[config.mk]
export PLATFORM = sky130hd
export DESIGN_NAME = vc_credit_tracker
export DESIGN_NICKNAME = d
export VERILOG_FILES = /design/src/rtl/credit_pkg.sv /design/src/rtl/credit_vc_decode.sv /design/src/rtl/credit_counter.sv /design/src/rtl/vc_credit_tracker.sv
export SDC_FILE = /design/constraint.sdc
export NUM_CORES = 1
export LEC_CHECK = 0
export BUFFER_PORTS_ARGS = -buffer_cell sky130_fd_sc_hd__buf_2
export CAP_MARGIN = 20
export CORE_AREA = 2 2 39 41
export DETAILED_ROUTE_END_ITERATION = 10
export DIE_AREA = 0 0 41 43
export PLACE_DENSITY = 0.6
export SYNTH_ARGS = -nofsm -noshare
export SYNTH_HDL_FRONTEND = slang
export SYNTH_SLANG_ARGS = --single-unit
[constraint.sdc]
create_clock -name clk -period 4.5 [get_ports clk]
set_input_delay 0.45 -clock clk [delete_from_list [all_inputs] [get_ports clk]]
set_output_delay 0.45 -clock clk [all_outputs]
set_load 0.05 [all_outputs]
[src/rtl/credit_pkg.sv]
// Shared types for the credit tracker.
// Assumes: nothing beyond IEEE 1800-2017.
package credit_pkg;

    // Net action applied to one counter in a cycle.
    typedef enum logic [1:0] {
        ACT_HOLD = 2'd0,
        ACT_DEC  = 2'd1,
        ACT_INC  = 2'd2
    } cnt_act_e;

    // Width needed to hold values 0..depth inclusive.
    function automatic int cnt_width(input int depth);
        return (depth < 1) ? 1 : $clog2(depth + 1);
    endfunction

endpackage

[src/rtl/credit_vc_decode.sv]
// Turns a (valid, channel id) pair into a one-hot per-channel strobe.
// Assumes: ids at or above NUM_VC select no channel.
module credit_vc_decode #(
    parameter int NUM_VC = 2,
    parameter int VCW    = 1
) (
    input  logic              valid,
    input  logic [VCW-1:0]    vc,
    output logic [NUM_VC-1:0] sel
);

    genvar gi;
    generate
        for (gi = 0; gi < NUM_VC; gi++) begin : g_sel
            // One comparator per channel.
            assign sel[gi] = valid && (vc == VCW'(gi));
        end
    endgenerate

endmodule

[src/rtl/credit_counter.sv]
// Credit counter for one downstream virtual channel.
// Sends are accepted only at nonzero count. Returns are accepted below full
// depth, or when paired with an accepted send. Rejected events pulse an
// error flag one cycle later.
// Assumes: at most one send and one return per cycle for this channel.
module credit_counter
    import credit_pkg::*;
#(
    parameter int DEPTH = 3,
    parameter int CW    = cnt_width(DEPTH)
) (
    input  logic          clk,
    input  logic          rst_n,
    input  logic          send,
    input  logic          ret,
    output logic [CW-1:0] cnt,
    output logic          may_send,
    output logic          ovf,
    output logic          udf
);

    localparam logic [CW-1:0] FULL = CW'(DEPTH);

    logic     send_ok;
    logic     ret_ok;
    cnt_act_e act;

    // Decide which events are legal this cycle.
    always_comb begin
        send_ok = send && (cnt != '0);
        ret_ok  = ret && ((cnt != FULL) || send_ok);
    end

    // Reduce the accepted events to a single net action.
    always_comb begin
        if (send_ok && !ret_ok)      act = ACT_DEC;
        else if (ret_ok && !send_ok) act = ACT_INC;
        else                         act = ACT_HOLD;
    end

    // Counter register, loaded with full depth at reset.
    always_ff @(posedge clk) begin
        if (!rst_n) begin
            cnt <= FULL;
        end else begin
            unique case (act)
                ACT_DEC:  cnt <= cnt - 1'b1;
                ACT_INC:  cnt <= cnt + 1'b1;
                default:  cnt <= cnt;
            endcase
        end
    end

    // Error pulses for rejected events.
    always_ff @(posedge clk) begin
        if (!rst_n) begin
            ovf <= 1'b0;
            udf <= 1'b0;
        end else begin
            ovf <= ret && !ret_ok;
            udf <= send && !send_ok;
        end
    end

    // Permission to send.
    assign may_send = (cnt != '0);

    assert_bound_R6: assert property (@(posedge clk) disable iff (!rst_n)
        cnt <= FULL);
    assert_dec_R2: assert property (@(posedge clk) disable iff (!rst_n)
        (send && !ret && cnt != '0) |=> (cnt == $past(cnt) - 1'b1));
    assert_hold_empty_R3: assert property (@(posedge clk) disable iff (!rst_n)
        (send && !ret && cnt == '0) |=> (cnt == '0 && udf));
    assert_inc_R4: assert property (@(posedge clk) disable iff (!rst_n)
        (ret && !send && cnt != FULL) |=> (cnt == $past(cnt) + 1'b1));
    assert_pair_R5: assert property (@(posedge clk) disable iff (!rst_n)
        (send && ret && cnt != '0) |=> ($stable(cnt) && !ovf && !udf));
    assert_no_overflow_R6: assert property (@(posedge clk) disable iff (!rst_n)
        (ret && !send && cnt == FULL) |=> (ovf && cnt == FULL));

endmodule

[src/rtl/vc_credit_tracker.sv]
// Upstream credit tracker for NUM_VC downstream virtual channels.
// Decodes the send and return strobes per channel and keeps one counter per
// channel. Exposes counts, permissions and error pulses.
// Assumes: at most one send and one credit return per cycle on the link.
module vc_credit_tracker
    import credit_pkg::*;
#(
    parameter int NUM_VC = 2,
    parameter int DEPTH  = 3,
    parameter int VCW    = (NUM_VC > 1) ? $clog2(NUM_VC) : 1,
    parameter int CW     = cnt_width(DEPTH)
) (
    input  logic                 clk,
    input  logic                 rst_n,
    input  logic                 send_valid,
    input  logic [VCW-1:0]       send_vc,
    input  logic                 ret_valid,
    input  logic [VCW-1:0]       ret_vc,
    output logic [NUM_VC-1:0]    may_send,
    output logic [NUM_VC*CW-1:0] credit_cnt,
    output logic [NUM_VC-1:0]    ovf_err,
    output logic [NUM_VC-1:0]    udf_err
);

    logic [NUM_VC-1:0] send_sel;
    logic [NUM_VC-1:0] ret_sel;

    // Per-channel send strobes.
    credit_vc_decode #(.NUM_VC(NUM_VC), .VCW(VCW)) u_send_dec (
        .valid (send_valid),
        .vc    (send_vc),
        .sel   (send_sel)
    );

    // Per-channel credit-return strobes.
    credit_vc_decode #(.NUM_VC(NUM_VC), .VCW(VCW)) u_ret_dec (
        .valid (ret_valid),
        .vc    (ret_vc),
        .sel   (ret_sel)
    );

    genvar gv;
    generate
        for (gv = 0; gv < NUM_VC; gv++) begin : g_vc
            // One independent counter per channel.
            credit_counter #(.DEPTH(DEPTH), .CW(CW)) u_cnt (
                .clk      (clk),
                .rst_n    (rst_n),
                .send     (send_sel[gv]),
                .ret      (ret_sel[gv]),
                .cnt      (credit_cnt[gv*CW +: CW]),
                .may_send (may_send[gv]),
                .ovf      (ovf_err[gv]),
                .udf      (udf_err[gv])
            );
        end
    endgenerate

    assert_blocked_send_R3: assert property (@(posedge clk) disable iff (!rst_n)
        (send_valid && (int'(send_vc) < NUM_VC) && !may_send[send_vc])
        |=> udf_err[$past(send_vc)]);
    assert_err_onehot_R7: assert property (@(posedge clk) disable iff (!rst_n)
        $onehot0(ovf_err) && $onehot0(udf_err));

endmodule

==> metrics.md, run 1 <==
| Metric | Value |
|---|---|
| Tmin final | `1580 ps` |
| Max Cap Viol | `0` |
| Synth unique cells | `14` |
| Hold Path Class | `input pin to flip-flop` |
| Resized Gates After CTS | `0` |
| Endpoints failing setup | `0` |
| Row Count | `14` |
| Synth warn | `0` |
| Postcts setup bufs | `0` |
| Routed WL per cell | `9.35 um` |
| Initial Utilization | `29.5%` |
| Cts hold-fix bufs | `0` |
| Outcome | `finished, final reports clean` |
| Total core area | `1380 um2` |
| Pin count of the biggest net entering global routing | `9` |
| Data required, critical path | `4050 ps` |
| Die ar. | `1760 um2` |
| Crit path cell chain | `or2_2 -> buf_2` |
| Post-layout util | `34.7%` |
| Layout cells sized above 1 | `37.3%` |
| Logic pwr share | `29.5%` |
| CP max stage cell | `dfxtp_1` |
| CTS tree | `built` |
| Kind of critical path | `flip-flop to output port` |
| Remaining global-route overflow | `0` |
| Count of state elements after synthesis | `8` |
| Dpl hpwl | `553 um` |
| Mapped Cells | `47` |
| DRC viols | `0` |
| Clk pin slew, worst setup/hold paths | `50 ps` |
| Crit path max fanout | `5` |
| Initial DRC count | `5` |
| Total CTS buffers | `3` |
| Post-synthesis net count | `55` |
| H-tree depth | `1` |
| Clock power frac | `27.6%` |
| Synth area leader | `dfxtp_1` |
| Sequential-to-total area share from yosys stat | `39.3%` |
| Antenna-violating nets left | `0` |
| RSZ-0062 raised after global routing | `false` |
| Leakage power total | `0.215 nW` |
| Worst slew pin tran | `249 ps` |
| Clock latency on the worst-skew pair | `250 ps` |
| Syn avg cell area | `8.68 um2` |
| Vias/cell | `4.43` |
| Maximum VDD drop | `129 uV` |
| Flop pwr share | `42.9%` |
| Total GRT Usage | `10.7%` |
| Worst Path Arrival | `1130 ps` |
| Die width | `41 um` |
| Global-route wire length before repair | `1220 um` |
| First-pass DRT Iterations | `2` |
| Initial antenna violation count | `0` |
| Pwr per Cell Area | `408 nW/um2` |
| I/O pins | `16` |
| Nets | `69` |
| CP Capture Type | `output port` |
| Die Height | `43 um` |
| CTS sink count | `8` |
| Setup Skew | `0.274 ps` |
| Vias in the first global route | `334` |
| Fin crit share | `35.1%` |
| Netlist Area Pre-Place | `408 um2` |
| Sw Pwr | `0.0000708 W` |
| Max frequency | `633 MHz` |
| Relative slew slack | `83.5%` |
| Sw Ratio | `36.1%` |
| Area share of the largest cell type after synthesis | `39.3%` |
| Setup TNS | `0 ps` |
| Port bufs | `15` |
| Root Driver | `clkbuf_4` |
| Clock Path Buffers | `2` |
| Startpoint types | `flip-flop` |
| Slew Limit Fails | `0` |
| CP peak stage delay | `360 ps` |
| Antenna cells | `0` |
| Synth-to-Final Area Change | `17.8%` |
| Synth area leaders | `dfxtp_1 39%, buf_4 11%, xor2_1 8.6%` |
| Drt total wl | `701 um` |
| Final hold vios | `0` |
| Vias | `332` |
| Internal | `0.000125 W` |
| Final GP Congestion | `0.646` |
## cell families after synthesis
logic type                 synth area share, %
adders and majority gates                 6.13
DFF                                       39.3
buffers and inverters                     11.0
xor gates and xnor gates                  8.59
and+or+nand+nor                           32.5
AOI/OAI and AO/OA                         2.45
## power by group through the flow
stage          sequential [W]  combinational, W   clock, W
4_1_cts             0.0000839         0.0000584  0.0000572
3_5_place_dp        0.0000854         0.0000581          0
2_1_floorplan        0.000102         0.0000290          0
3_3_place_gp        0.0000851         0.0000575          0
5_1_grt             0.0000852         0.0000636  0.0000606
6_report            0.0000840         0.0000578  0.0000541
## cells in the final DEF (no fill, tap or decap)
cell / instances
clkbuf_4: 3
o21ai_0: 2
nand2_1: 6
dfxtp_1: 8
nor4b_2: 1
buf_2: 15
nor2b_2: 1
xor2_1: 4
nand2b_1: 1
or3_1: 2
and3_1: 1
nand3_1: 6
ha_1: 2
nor2_1: 5
or2_2: 2
## flip-flops by register name, summed over array words and instances (netlist names)
| register | flops |
|---|---|
| g_vc.u_cnt.cnt | 4 |
| g_vc.u_cnt.ovf | 2 |
| g_vc.u_cnt.udf | 2 |
## worst max-delay path, delay by kind of cell, from the launching register on
kind | cells | cell delay (ps)
and+or+nand+nor | 1 | 310
buffers and inverters | 1 | 220
DFF | 1 | 360
## cell usage after synthesis
cell and number:
ha_1 2, nor2b_2 1, nand3_1 6, buf_4 6, nor4b_2 1, or3_1 2
and3_1 1, nand2b_1 1, or2_2 2, nor2_1 5, xor2_1 4, o21ai_0 2
nand2_1 6, dfxtp_1 8
## stage by stage
step	setup WS, ps	instances	cell area [um2]	hold slack (ps)	total power (W)
floorplan	2680	47	408	512	0.000131
global placement	2780	72	458	498	0.000143
detailed placement	2770	72	458	497	0.000143
CTS	2900	75	480	434	0.000199
global route	2840	75	480	445	0.000209
finish	2920	75	480	437	0.000196
## area by class of cell
class                      count  area, um2
clock buffer                   3       22.5
fill                         163        903
multi-input combinational     33        203
sequential                     8        160
tap                           16       20.0
timing repair buffer          15       75.1
## routing by layer
layer	vias to the layer above	part of all wire (%)	GRT usage (%)
met5	-	0	0
met4	0	0	10.0
met3	0	9.0	4.71
met2	9	48	14.7
met1	147	43	11.6
li1	176	-	-
## final timing paths
path / slack, ps / start / to / cells past startpoint
worst max-delay path: 2920 / g_vc[1].u_cnt.cnt[0] / may_send[1] / 2
worst min-delay path: 440 / rst_n / g_vc[1].u_cnt.cnt[0] / 2
worst max register to register: 2970 / g_vc[1].u_cnt.cnt[0] / g_vc[1].u_cnt.cnt[1] / 5
worst min register to register: 510 / g_vc[1].u_cnt.cnt[1] / g_vc[1].u_cnt.ovf / 2
Power figures use the tool's default switching activity.
==> run 2, diff against run 1 <==
- clock period: 4.5 -> 1.5 ns (I/O delays scaled with it)
==> metrics.md, run 2 (same netlist as run 1, synthesis figures left out) <==
| Metric | Value |
|---|---|
| Outcome | `finished, final reports clean` |
| Nets | `69 (unchanged)` |
| Worst Hold Slack | `143 ps (-293 ps)` |
| Max frequency | `691 MHz` |
| Maximum VDD drop | `462 uV (+260%)` |
| Antenna-violating nets left | `0 (unchanged)` |
| Initial Utilization | `29.5% (unchanged)` |
| Clock latency on the worst-skew pair | `250 ps (about the same)` |
| DRC viols | `0 (unchanged)` |
| Crit Reg-Reg Endpoint | `g_vc[0].u_cnt.cnt[1]` |
| CTS tree | `built` |
| Total GRT Usage | `9.23% (-1.5 points)` |
| Largest regs | `g_vc.u_cnt.cnt (4), g_vc.u_cnt.ovf (2), g_vc.u_cnt.udf (2)` |
| Hold Path Cell Cnt | `2 (unchanged)` |
| Max Cap Viol | `0 (unchanged)` |
| CTS sink count | `8 (unchanged)` |
| Remaining global-route overflow | `0 (unchanged)` |
| Hold Path Sink | `g_vc[1].u_cnt.cnt[0]` |
| Initial antenna violation count | `0 (unchanged)` |
| Synth-to-Final Area Change | `29.8%` |
| Die ar. | `1760 um2 (unchanged)` |
| Die Height | `43 um (unchanged)` |
| Worst slew pin tran | `251 ps (+1.85 ps)` |
| Tmin final | `1450 ps` |
| Clk pin slew, worst setup/hold paths | `60 ps (about the same)` |
| H-tree depth | `1 (unchanged)` |
| Endpoints failing setup | `0 (unchanged)` |
| Vias | `330 (-0.60%)` |
| Fin crit share | `96.4%` |
| Dpl hpwl | `525 um (-5.0%)` |
| R2R depth | `5 (unchanged)` |
| Post-route cell area | `529 um2 (+10%)` |
| Antenna cells | `0 (unchanged)` |
| Port bufs | `15 (unchanged)` |
| Most flops, register | `g_vc.u_cnt.cnt` |
| Reg2Reg Launch Point | `g_vc[0].u_cnt.cnt[1]` |
| Cts hold-fix bufs | `0 (unchanged)` |
| Total core area | `1380 um2 (unchanged)` |
| Slew Limit Fails | `0 (unchanged)` |
| Layout cells sized above 1 | `48.3% (+11 points)` |
| Most frequent cells in the layout | `15 x buf_2, 6 x nand3_1, 5 x nand2_1, 5 x nor2_1` |
| Root Driver | `clkbuf_4` |
| Crit path max fanout | `5 (unchanged)` |
| Data required, critical path | `1690 ps (-2360 ps)` |
| Vias/cell | `4.34 (-1.9%)` |
| Relative slew slack | `83.4% (-0.12 points)` |
| Setup TNS | `0 ps (unchanged)` |
| Vias in the first global route | `239 (-28%)` |
| Drt total wl | `742 um (+5.8%)` |
| First-pass DRT Iterations | `2 (unchanged)` |
| Resized Gates After CTS | `0 (unchanged)` |
| Most common cell after layout, fill and taps aside | `buf_2` |
| Startpoint types | `flip-flop` |
| Hold Path Class | `input pin to flip-flop` |
| Row Count | `14 (unchanged)` |
| Initial DRC count | `5 (unchanged)` |
| Total CTS buffers | `3 (unchanged)` |
| Leakage power total | `0.218 nW (+1.3%)` |
| Hold path startpoint | `rst_n` |
| Worst Path Arrival | `1640 ps (+510 ps)` |
| Postcts setup bufs | `0 (unchanged)` |
| I/O pins | `16 (unchanged)` |
| Kind of critical path | `flip-flop to flip-flop` |
| Pin count of the biggest net entering global routing | `9 (unchanged)` |
| Max FFs per register | `4 (unchanged)` |
| Final GP Congestion | `0.673 (+4.2%)` |
| Setup Skew | `8.23 ps (+7.95 ps)` |
| Pwr per Cell Area | `1170 nW/um2 (+190%)` |
| Clock Path Buffers | `2 (unchanged)` |
| R2R Setup Slk | `50 ps (-2920 ps)` |
| Routed WL per cell | `9.76 um (+4.5%)` |
| Global-route wire length before repair | `1010 um (-17%)` |
| Post-Place Cell Area | `475 um2 (+3.8%)` |
| CP Capture Type | `flip-flop` |
| Final hold vios | `0 (unchanged)` |
| Die width | `41 um (unchanged)` |
==> run 2: worst max-delay path by stage <==
stage,depth (start not counted),to,slack (ps),from
after floorplan,5,g_vc[1].u_cnt.cnt[1],-10,g_vc[1].u_cnt.cnt[0]
after global placement,5,g_vc[0].u_cnt.cnt[1],60,g_vc[0].u_cnt.cnt[1]
after detailed placement,5,g_vc[0].u_cnt.cnt[1],50,g_vc[0].u_cnt.cnt[1]
after CTS,5,g_vc[0].u_cnt.cnt[1],30,g_vc[0].u_cnt.cnt[1]
after global routing,6,g_vc[1].u_cnt.cnt[1],-3,g_vc[1].u_cnt.cnt[0]
final,5,g_vc[0].u_cnt.cnt[1],50,g_vc[0].u_cnt.cnt[1]
==> run 2: routing by layer <==
layer	track usage (%)	vias up	share of wire [%]
li1	-	177	-
met1	11.5	140	45
met2	10.0	11	46
met3	7.85	2	7.0
met4	6.00	0	1.9
met5	0	-	0
==> run 2: area by class of cell <==
| type | instances | area [um2] |
|---|---|---|
| multi-input cells | 33 | 233 |
| fillers | 150 | 855 |
| repair buffers | 15 | 75.1 |
| well taps | 16 | 20.0 |
| flip-flops and latches | 8 | 175 |
| clock buffers | 4 | 26.3 |
==> run 2: critical path, cell delays in order (launching register included) <==
cell	delay, ps
dfxtp_4	350
or2_2	320
nand2_2	90
ha_4	210
or3_1	340
nand3_1	80
==> run 2: through the flow <==
step	utilization, %	instances	power [W]	setup WS [ps]
4_1_cts	36.3	76	0.000617	30.3
5_1_grt	38.2	76	0.000668	-2.61
2_1_floorplan	-	47	0.000400	-10.7
6_report	38.2	76	0.000619	53.3
3_5_place_dp	34.4	72	0.000435	49.7
3_3_place_gp	34.4	72	0.000435	59.0
==> run 2: where the power goes <==
| part | switching [W] | leakage, nW | internal [W] |
|---|---|---|---|
| logic | 0.000126 | 0.137 | 0.0000610 |
| clock network | 0.0000737 | 0.0150 | 0.000102 |
| registers | 0.0000208 | 0.0654 | 0.000236 |
